$ cat src/rtl/trim_pkg.sv
package trim_pkg;

  typedef enum logic [1:0] {
    MR_BELOW = 2'b00,
    MR_ABOVE = 2'b01,
    MR_RESET = 2'b10,
    MR_SPARE = 2'b11
  } meas_res_e;

  typedef enum logic [2:0] {
    ST_IDLE,
    ST_PROBE,
    ST_TRIAL,
    ST_STEP,
    ST_DONE
  } seq_state_e;

  // nearest integer to the mean of two bounds, halves rounded up
  function automatic int unsigned nearest_mid(int unsigned lo, int unsigned hi);
    return (lo + hi + 32'd1) >> 1;
  endfunction

  // temperature code from resistor code and fixed-point ratio
  function automatic int unsigned tcode_calc(
    int unsigned wt, int unsigned alpha,
    int unsigned kb, int unsigned kc, int unsigned ka,
    int unsigned frac, int unsigned tmax);
    logic [63:0] num;
    logic [63:0] den;
    logic [63:0] q;
    num = 64'(kb + wt) * 64'(alpha);
    den = 64'(kc) << frac;
    q   = (num + (den >> 1)) / den;
    if (q <= 64'(ka)) return 32'd0;
    if ((q - 64'(ka)) > 64'(tmax)) return tmax;
    return 32'(q - 64'(ka));
  endfunction

endpackage

$ cat src/rtl/trim_tcode_map.sv
module trim_tcode_map #(
  parameter int RW = 8,
  parameter int TW = 6,
  parameter int AW = 12,
  parameter int unsigned AF = 8,
  parameter int unsigned KA = 6,
  parameter int unsigned KB = 280,
  parameter int unsigned KC = 88
)(
  input  logic [RW-1:0] res_code,
  input  logic [AW-1:0] alpha,
  output logic [TW-1:0] tmp_code
);
  localparam int unsigned TMAX = (32'd1 << TW) - 32'd1;

  assign tmp_code = TW'(trim_pkg::tcode_calc(32'(res_code), 32'(alpha),
                                             KB, KC, KA, AF, TMAX));
endmodule

$ cat src/rtl/trim_bisect_core.sv
module trim_bisect_core #(
  parameter int RW = 8,
  parameter int EW = 16
)(
  input  logic          clk,
  input  logic          rst_n,
  input  logic          init,
  input  logic          probe_ld,
  input  logic          trial_ld,
  input  logic [RW-1:0] trial_code,
  input  logic          res_fast,
  input  logic [EW-1:0] res_err,
  output logic [RW-1:0] lo_bnd,
  output logic [RW-1:0] hi_bnd,
  output logic [RW-1:0] last_code,
  output logic [EW-1:0] lo_err,
  output logic [EW-1:0] last_err,
  output logic          lo_fast,
  output logic          adjacent,
  output logic [RW-1:0] next_trial
);
  logic move_hi;

  // trial was slow and the low side is known fast: shrink from above
  assign move_hi    = trial_ld && !res_fast && lo_fast;
  assign adjacent   = (hi_bnd - lo_bnd) == RW'(1);
  assign next_trial = RW'(trim_pkg::nearest_mid(32'(lo_bnd), 32'(hi_bnd)));

  always_ff @(posedge clk or negedge rst_n) begin
    if (!rst_n) begin
      lo_bnd    <= '0;
      hi_bnd    <= '1;
      last_code <= '0;
      lo_err    <= '1;
      last_err  <= '1;
      lo_fast   <= 1'b0;
    end else if (init) begin
      lo_bnd    <= '0;
      hi_bnd    <= '1;
      last_code <= '0;
      lo_err    <= '1;
      last_err  <= '1;
      lo_fast   <= 1'b0;
    end else if (probe_ld) begin
      lo_fast   <= res_fast;
      lo_err    <= res_err;
      last_code <= '0;
      last_err  <= res_err;
    end else if (trial_ld) begin
      last_code <= trial_code;
      last_err  <= res_err;
      if (move_hi) begin
        hi_bnd <= trial_code;
      end else begin
        lo_bnd  <= trial_code;
        lo_fast <= res_fast;
        lo_err  <= res_err;
      end
    end
  end
endmodule

$ cat src/rtl/trim_pick.sv
module trim_pick #(
  parameter int RW = 8,
  parameter int EW = 16
)(
  input  logic [RW-1:0] lo_bnd,
  input  logic [EW-1:0] lo_err,
  input  logic [RW-1:0] last_code,
  input  logic [EW-1:0] last_err,
  output logic [RW-1:0] pick_code
);
  logic last_better;
  logic lo_better;
  logic tie_low;

  assign last_better = last_err < lo_err;
  assign lo_better   = lo_err < last_err;
  assign tie_low     = (last_code < lo_bnd);

  always_comb begin
    if (last_better)    pick_code = last_code;
    else if (lo_better) pick_code = lo_bnd;
    else if (tie_low)   pick_code = last_code;
    else                pick_code = lo_bnd;
  end
endmodule

$ cat src/rtl/trim_seq_ctrl.sv
module trim_seq_ctrl
  import trim_pkg::*;
#(
  parameter int RW = 8,
  parameter int TW = 6,
  parameter int CW = 2,
  parameter int AW = 12,
  parameter int unsigned AF = 8,
  parameter int EW = 16,
  parameter int unsigned KA = 6,
  parameter int unsigned KB = 280,
  parameter int unsigned KC = 88,
  parameter int unsigned INIT_R = 128,
  parameter int unsigned INIT_T = 32
)(
  input  logic          clk,
  input  logic          rst_n,
  input  logic          start,
  input  logic [AW-1:0] alpha_in,
  input  logic [CW-1:0] cap_in,
  output logic          meas_req,
  input  logic          meas_ack,
  input  logic [1:0]    meas_res,
  input  logic [EW-1:0] meas_err,
  output logic [RW-1:0] res_code,
  output logic [TW-1:0] tmp_code,
  output logic [CW-1:0] cap_code,
  output logic          done
);
  seq_state_e    st_q, st_d;
  logic [RW-1:0] cur_q, fin_q;
  logic [AW-1:0] alpha_q;
  logic [CW-1:0] cap_q;

  // named internal events (also observed by the bound checker)
  logic          launch, probe_done, trial_done, finish_evt;
  logic          run_active, probe_phase;
  logic          res_fast;
  logic [EW-1:0] res_err;

  logic [RW-1:0] lo_bnd, hi_bnd, last_code, next_trial, pick_code;
  logic [EW-1:0] lo_err, last_err;
  logic          lo_fast, adjacent;
  logic [TW-1:0] tc_live;

  assign launch      = start && (st_q == ST_IDLE || st_q == ST_DONE);
  assign probe_done  = (st_q == ST_PROBE) && meas_ack;
  assign trial_done  = (st_q == ST_TRIAL) && meas_ack;
  assign finish_evt  = (st_q == ST_STEP) && adjacent;
  assign run_active  = (st_q == ST_PROBE) || (st_q == ST_TRIAL) || (st_q == ST_STEP);
  assign probe_phase = (st_q == ST_PROBE);
  assign res_fast    = (meas_res != MR_BELOW);
  assign res_err     = (meas_res == MR_RESET) ? '1 : meas_err;

  trim_bisect_core #(.RW(RW), .EW(EW)) u_core (
    .clk        (clk),
    .rst_n      (rst_n),
    .init       (launch),
    .probe_ld   (probe_done),
    .trial_ld   (trial_done),
    .trial_code (cur_q),
    .res_fast   (res_fast),
    .res_err    (res_err),
    .lo_bnd     (lo_bnd),
    .hi_bnd     (hi_bnd),
    .last_code  (last_code),
    .lo_err     (lo_err),
    .last_err   (last_err),
    .lo_fast    (lo_fast),
    .adjacent   (adjacent),
    .next_trial (next_trial)
  );

  trim_pick #(.RW(RW), .EW(EW)) u_pick (
    .lo_bnd    (lo_bnd),
    .lo_err    (lo_err),
    .last_code (last_code),
    .last_err  (last_err),
    .pick_code (pick_code)
  );

  trim_tcode_map #(
    .RW(RW), .TW(TW), .AW(AW), .AF(AF), .KA(KA), .KB(KB), .KC(KC)
  ) u_tmap (
    .res_code (res_code),
    .alpha    (alpha_q),
    .tmp_code (tc_live)
  );

  always_comb begin
    st_d = st_q;
    case (st_q)
      ST_IDLE:  if (launch)     st_d = ST_PROBE;
      ST_PROBE: if (meas_ack)   st_d = ST_STEP;
      ST_TRIAL: if (meas_ack)   st_d = ST_STEP;
      ST_STEP:  st_d = adjacent ? ST_DONE : ST_TRIAL;
      ST_DONE:  if (launch)     st_d = ST_PROBE;
      default:  st_d = ST_IDLE;
    endcase
  end

  always_ff @(posedge clk or negedge rst_n) begin
    if (!rst_n) begin
      st_q    <= ST_IDLE;
      cur_q   <= '0;
      fin_q   <= RW'(INIT_R);
      alpha_q <= '0;
      cap_q   <= '0;
    end else begin
      st_q <= st_d;
      if (launch) begin
        cur_q   <= '0;
        alpha_q <= alpha_in;
        cap_q   <= cap_in;
      end else if ((st_q == ST_STEP) && !adjacent) begin
        cur_q <= next_trial;
      end
      if (finish_evt) fin_q <= pick_code;
    end
  end

  always_comb begin
    case (st_q)
      ST_IDLE: res_code = RW'(INIT_R);
      ST_DONE: res_code = fin_q;
      default: res_code = cur_q;
    endcase
  end

  assign tmp_code = (st_q == ST_IDLE) ? TW'(INIT_T) : tc_live;
  assign cap_code = cap_q;
  assign meas_req = (st_q == ST_PROBE) || (st_q == ST_TRIAL);
  assign done     = (st_q == ST_DONE);

endmodule

$ cat config.mk
export PLATFORM = sky130hd
export DESIGN_NAME = trim_seq_ctrl
export DESIGN_NICKNAME = d
export VERILOG_FILES = /design/src/rtl/trim_pkg.sv /design/src/rtl/trim_tcode_map.sv /design/src/rtl/trim_bisect_core.sv /design/src/rtl/trim_pick.sv /design/src/rtl/trim_seq_ctrl.sv
export SDC_FILE = /design/constraint.sdc
export NUM_CORES = 1
export LEC_CHECK = 0
export BUFFER_PORTS_ARGS = -buffer_cell sky130_fd_sc_hd__buf_2
export CAP_MARGIN = 20
export CORE_MARGIN = 2
export CORE_UTILIZATION = 47
export DETAILED_ROUTE_END_ITERATION = 10
export MAX_ROUTING_LAYER = met4
export PLACE_DENSITY_LB_ADDON = 0.15
export SYNTH_ARGS = -nofsm -noshare
export SYNTH_HDL_FRONTEND = slang
export SYNTH_SLANG_ARGS = --single-unit
export TNS_END_PERCENT = 1
$ cat constraint.sdc
create_clock -name clk -period 30.7 [get_ports clk]
set_input_delay 1.535 -clock clk [delete_from_list [all_inputs] [get_ports clk]]
set_output_delay 1.535 -clock clk [all_outputs]
set_load 0.03 [all_outputs]
; After elaboration in Yosys (flattened, before gate mapping)
; Index checks and enable logic that the tools add are counted.
[totals]
reg_bits = 90
latch_bits = 0
ramBits = 0
romBits = 0
inputBits = 36
wordCells = 98
n_memories = 0
[op_classes]
addsub = 6
mul = 1
div_mod_pow = 1
order_cmp = 5
n_eq_ne = 11
n_shift = 0
n_mux = 40
bitwise = 0
reduce_logical = 23
[ops]
columns = operator, n
row1 = $mux W16, 8
row2 = $mux W8, 16
row3 = $add A64 B14 Y64 const B, 1
row4 = $div A64 B15 Y64 const B, 1
row5 = $gt A64 B6 Y1 const B, 1
row6 = $le A64 B3 Y1 const B, 1
row7 = $mul A64 B12 Y64, 1
row8 = $sub A64 B3 Y64 const B, 1
row9 = $lt A16 B16 Y1, 2
row10 = $mux W6, 4
row11 = $pmux W8 S2, 1
row12 = $add A9 B8 Y10 const A, 1
row13 = $add A8 B8 Y9, 1
row14 = $add A9 B1 Y9 const B, 1
row15 = $mux W3, 3
row16 = $pmux W3 S3, 1
row17 = $eq A8 B1 Y1 const B, 1
row18 = $lt A8 B8 Y1, 1
row19 = $reduce_bool A2 Y1, 4
row20 = $sub A8 B8 Y8, 1
row21 = $logic_and A1 B1 Y1, 7
row22 = $mux W1, 7
row23 = $eq A3 B2 Y1 const B, 2
row24 = $reduce_and A3 Y1, 2
row25 = other kinds (12), 18

; Longest topological paths before layout
[depth]
word_depth = 13
ltp_mapped = 61

; Cells and area by module
; Synthesis repeated with hierarchy kept, for this count alone.
[hier_totals]
cells_unflattened = 1505
area_unflattened_um2 = 12660.9
[modules_own_cells]
columns = mod, n_inst, cells_per_inst, area_each_um2, seq_area_each_um2
row1 = trim_tcode_map, 1, 987, 7475.9, 0.0
row2 = trim_bisect_core, 1, 289, 2911.5, 1476.4
row3 = trim_seq_ctrl, 1, 141, 1591.5, 827.0
row4 = trim_pick, 1, 88, 681.9, 0.0

; Least setup slack after synthesis
; Ideal clock, no wire load.
[synth_timing]
kind = flip-flop to output port
start = register st_q[0]
end = output port tmp_code[1]
arrival_ns = 13.201
t_required_ns = 29.165
setup_slack_ns = 15.964
stages_incl_launch_ff = 56
n_path_buf = 5
cell_sequence = dfrtp_1 > or2_2 > a21oi_1 > clkbuf_1 > ha_1 > nor3_1 > xnor2_1 > clkbuf_1 > and2_1 > fa_1 > inv_1 > fa_1 > fa_1 > inv_1 > fa_1 > inv_1 > fa_1 > inv_1 > [20 not listed] > o21ai_2 > a311oi_2 > o21a_1 > buf_4 > mux2_4 > o41ai_2 > o41a_2 > o21ai_2 > o211a_1 > a221o_1 > and4bb_4 > inv_2 > ha_1 > nor2_1 > ha_1 > and3b_1 > o31a_1 > a2bb2oi_1
[synth_via]
elab_chain_len = 13
elab_cells_between_ends = 17
classes_between = add/sub (3) / mul (1) / div (1) / order compare (2) / eq/ne (1) / mux (8) / reduce/logical (1)
[synth_lines]
columns = item, line_no
row1 = "start, declared", trim_seq_ctrl.sv:30  ; seq_state_e st_q, st_d;
row2 = "start signal, assigned", trim_seq_ctrl.sv:110  ; st_q <= st_d;
row3 = $eq A3 B3 Y1 or $logic_not A3 Y1 (tied branches), "trim_seq_ctrl.sv:123, trim_seq_ctrl.sv:130"
row4 = $pmux W8 S2, trim_seq_ctrl.sv:123  ; case (st_q)
row5 = $add A9 B8 Y10, trim_pkg.sv:31  ; num = 64'(kb + wt) * 64'(alpha);
row6 = $mul A64 B12 Y64, trim_pkg.sv:31
row7 = $add A64 B14 Y64, trim_pkg.sv:33  ; q = (num + (den >> 1)) / den;
row8 = $div A64 B15 Y64, trim_pkg.sv:33
row9 = $sub A64 B3 Y64, trim_pkg.sv:35  ; if ((q - 64'(ka)) > 64'(tmax)) return tmax;
row10 = $gt A64 B6 Y1, trim_pkg.sv:35
row11 = $mux W1 (2 in a row), trim_pkg.sv:35
row12 = $mux W6, trim_pkg.sv:36  ; return 32'(q - 64'(ka));
row13 = $mux W6, trim_pkg.sv:35
row14 = $mux W6 (*), trim_seq_ctrl.sv:130  ; assign tmp_code = (st_q == ST_IDLE) ? TW'(INIT_T) : tc_live;
row15 = "end, declared", trim_seq_ctrl.sv:26  ; output logic [TW-1:0] tmp_code,
; Every way passes the cells marked *; elsewhere a longest branch is shown, timed or not. The select of a mux whose other input is x is not followed.

; Worst setup path in the final report
[layout_timing]
start = register st_q[1]
end = output port tmp_code[5]
; The elaborated chain is that of the path after synthesis.

==> out/qor.csv <==
stage,metric,value,unit
run_status,status,completed,
global_routing,antenna_found_initial,0,
synth,syn_avg_cell_area,8.046,sq um
finish,syn_to_final_growth,6.021,%
setup_path,cp.arrival,15530,ps
synth,synth_nets,1773,
sta,relSlewSlack,26.99,%
setup_path,slowest_delay,870,ps
clocking,holdBufCountCts,0,
synth,synth-edff-count,0,
clocking,clock_latency,340,ps
finish,regArea,2303,sq um
placed_design,finalWeightedCongestion,0.9152,
synth,yosys_most_used_dff,dfrtp_1,
synth,async_flop_share,100.0,%
synth,ys_seq_area_share,18.57,%
sta,setup_viol,0,
die,die_y,166.5,um
detailed_routing,drt-wirelength-per-cell,16.86,um
clocking,cts_max_level,3,
sta,setup_tns,0,ps
clocking,cts_buffer_depth,2,
sta,slew_violations,0,
setup_path,reg2reg_from,u_core.hi_bnd[0]$_DFFE_PN1P_,
die,ios,54,
synth,ys_types,106,
synth,ys_seq_elements,90,
sta,worst_slew_pin_slew,1087,ps
global_routing,grt_first_pass_wirelength,53.44,mm
setup_path,endpoint_kind,output port,
sta,max_freq,58.60,MHz
global_routing,grt-ovfl-total,0,
detailed_routing,drtIter0Drc,797,
detailed_routing,finalWirelength,31.75,mm
sta,finalCriticalPeriod,17060,ps
placed_design,io_buffers,53,
setup_path,crit_family,compound AO/OA/AOI/OAI gates,
clocking,cts_tree,yes,
sta,clock_skew,11.37,ps
clocking,cts-resized-gates,0,
sta,grt_setup_unrepaired,no,
finish,final_cell_mix,"207 x nand2_1, 164 x nor2_1, 143 x inv_1, 127 x a21oi_1, 113 x ha_1",
die,rows,59,
setup_path,critPathBufInv,8,
finish,final_layout_size_suffix_gt1_share,13.18,%
detailed_routing,dr.pass1.iters,6,
setup_path,r2r_slack,26970,ps
hold_path,worst_hold_startpoint,cap_code[0]$_DFFE_PN0P_,
synth,yosys_warnings,0,
clocking,post-cts-setup-buffers,0,
synth,synth_cells,1542,
clocking,cts_num_sinks,90,
die,design.die.area,27710,sq um
detailed_routing,num_vias,10980,
setup_path,reg2reg_to,cur_q[6]$_DFFE_PN0P_,
synth,synthesis.area,12410,sq um
die,initial_utilization,47.75,%
clocking,path_clk_slew,70,ps
die,chipWidth,166.5,um
global_routing,grt_max_degree,69,
global_routing,grt_usage,23.70,%
setup_path,critPathLaunchType,flip-flop,
detailed_routing,vias_per_cell,5.830,
clocking,cts.root.buffer_cell,clkbuf_16,
setup_path,timing_worst_setup_path_type,reg2out,
setup_path,crit_start,st_q[1]$_DFFE_PN0P_,
finish,multi_input_area,9210,sq um
setup_path,cp_data_required_time,29170,ps
die,core_area,25980,sq um
setup_path,r2r_cells,16,
placed_design,dpl.hpwl,24.83,mm
finish,final_common_cell,nand2_1,
hold_path,min_path_cells,2,
flow_run,maxCapViolations,0,
sta,final_hold_viol_count,0,
sta,fin_crit_sh,55.59,%
clocking,cts_buffers,9,
finish,final_nets,1774,
detailed_routing,postRouteAntennaNets,0,
finish,diodes,0,
finish,num-fill-cells,2586,
setup_path,critPathMaxFanout,15,
hold_path,holdPathEnd,cap_code[0]$_DFFE_PN0P_,
detailed_routing,route.detailed.drc,0,
global_routing,grt_pass1_vias,10820,
hold_path,worstHoldPathType,reg2reg,
setup_path,cp_slowest_cell,nor4_2,
[sequential cells by signal, summed over array words and instances, names as in the netlist]
name / cells
u_core.last_err: 16
u_core.lo_err: 16
alpha_q: 12
cur_q: 8
fin_q: 8
u_core.hi_bnd: 8
u_core.last_code: 8
u_core.lo_bnd: 8
st_q: 3
cap_code: 2
u_core.lo_fast: 1
[metrics by stage]
step / area, sq um / worst slack [ps] / hold slack [ps] / cells / util [%]
2_1_floorplan: 12410 / 15960 / 481.5 / 1542 / -
6_report: 13150 / 13640 / 474.7 / 1883 / 50.62
5_1_grt: 13150 / 12450 / 511.4 / 1883 / 50.62
3_5_place_dp: 12860 / 14160 / 465.2 / 1866 / 49.48
3_3_place_gp: 12860 / 14520 / 454.0 / 1866 / 49.48
4_1_cts: 13150 / 13740 / 481.5 / 1882 / 50.59
[worst max path at each step]
stage                        endpoint  slack (ps)  cells after the start
final                     tmp_code[5]       13640                     53
after floorplan           tmp_code[1]       15960                     55
after global placement    tmp_code[5]       14520                     53
after detailed placement  tmp_code[5]       14160                     53
after global routing      tmp_code[0]       12450                     53
after CTS                 tmp_code[5]       13740                     53
[synthesized netlist by cell type (all sizes together) (15+ instances only)]
| master | number | area [sq um] |
|---|---|---|
| nand4 | 15 | 93.84 |
| inv | 147 | 551.8 |
| nor2b | 20 | 125.1 |
| ha | 113 | 1414 |
| dfstp | 41 | 1077 |
| and2 | 38 | 240.2 |
| nor2 | 170 | 655.6 |
| nand3 | 35 | 185.2 |
| nor3 | 25 | 146.4 |
| fa | 82 | 1642 |
| a21o | 18 | 135.1 |
| nand2b | 21 | 133.9 |
| buf | 19 | 132.6 |
| a211oi | 16 | 152.7 |
| clkbuf | 59 | 221.5 |
| dfrtp | 49 | 1226 |
| mux2i | 19 | 197.7 |
| o211ai | 20 | 173.9 |
| o21ai | 56 | 299.0 |
| a21oi | 136 | 722.0 |
| and3 | 17 | 116.4 |
| nand2 | 208 | 783.3 |
| xnor2 | 30 | 262.8 |
[worst reg2reg max path, delay by kind of cell, from the launching register on]
kind,cells,cell delay (ps)
adders and majority gates,2,620
AOI/OAI and AO/OA,5,610
DFF,1,520
and+or+nand+nor,7,1690
buffers and inverters,2,150
[routing by layer]
layer  up-vias  routed length (um)  global-route usage (%)
li1       5326                   -                       -
met2       288               14890                   38.72
met5         -                   0                       -
met3        57                1327                   2.353
met1      5307               14790                   31.40
met4         0                 743                   6.934
[cell families after synthesis]
| family | after synthesis | share of synthesized area, % |
|---|---|---|
| muxes | 21 | 1.805 |
| AOI/OAI and AO/OA | 383 | 22.37 |
| xor gates and xnor gates | 43 | 3.035 |
| DFF | 90 | 18.57 |
| and+or+nand+nor | 585 | 22.30 |
| adders and majority gates | 195 | 24.63 |
| buffers and inverters | 225 | 7.301 |
[cell type report]
class,instances,area share [%]
Clock buffer,11,1.931
Sequential cell,90,17.51
Timing Repair Buffer,68,2.892
Tap cell,335,3.187
Multi-Input combinational cell,1227,70.02
Inverter,147,4.195
Clock inverter,5,0.2663
Power is left out: the tool's default activity adds up to more than one toggle a clock period on the data nets, which glitch-free logic cannot reach.
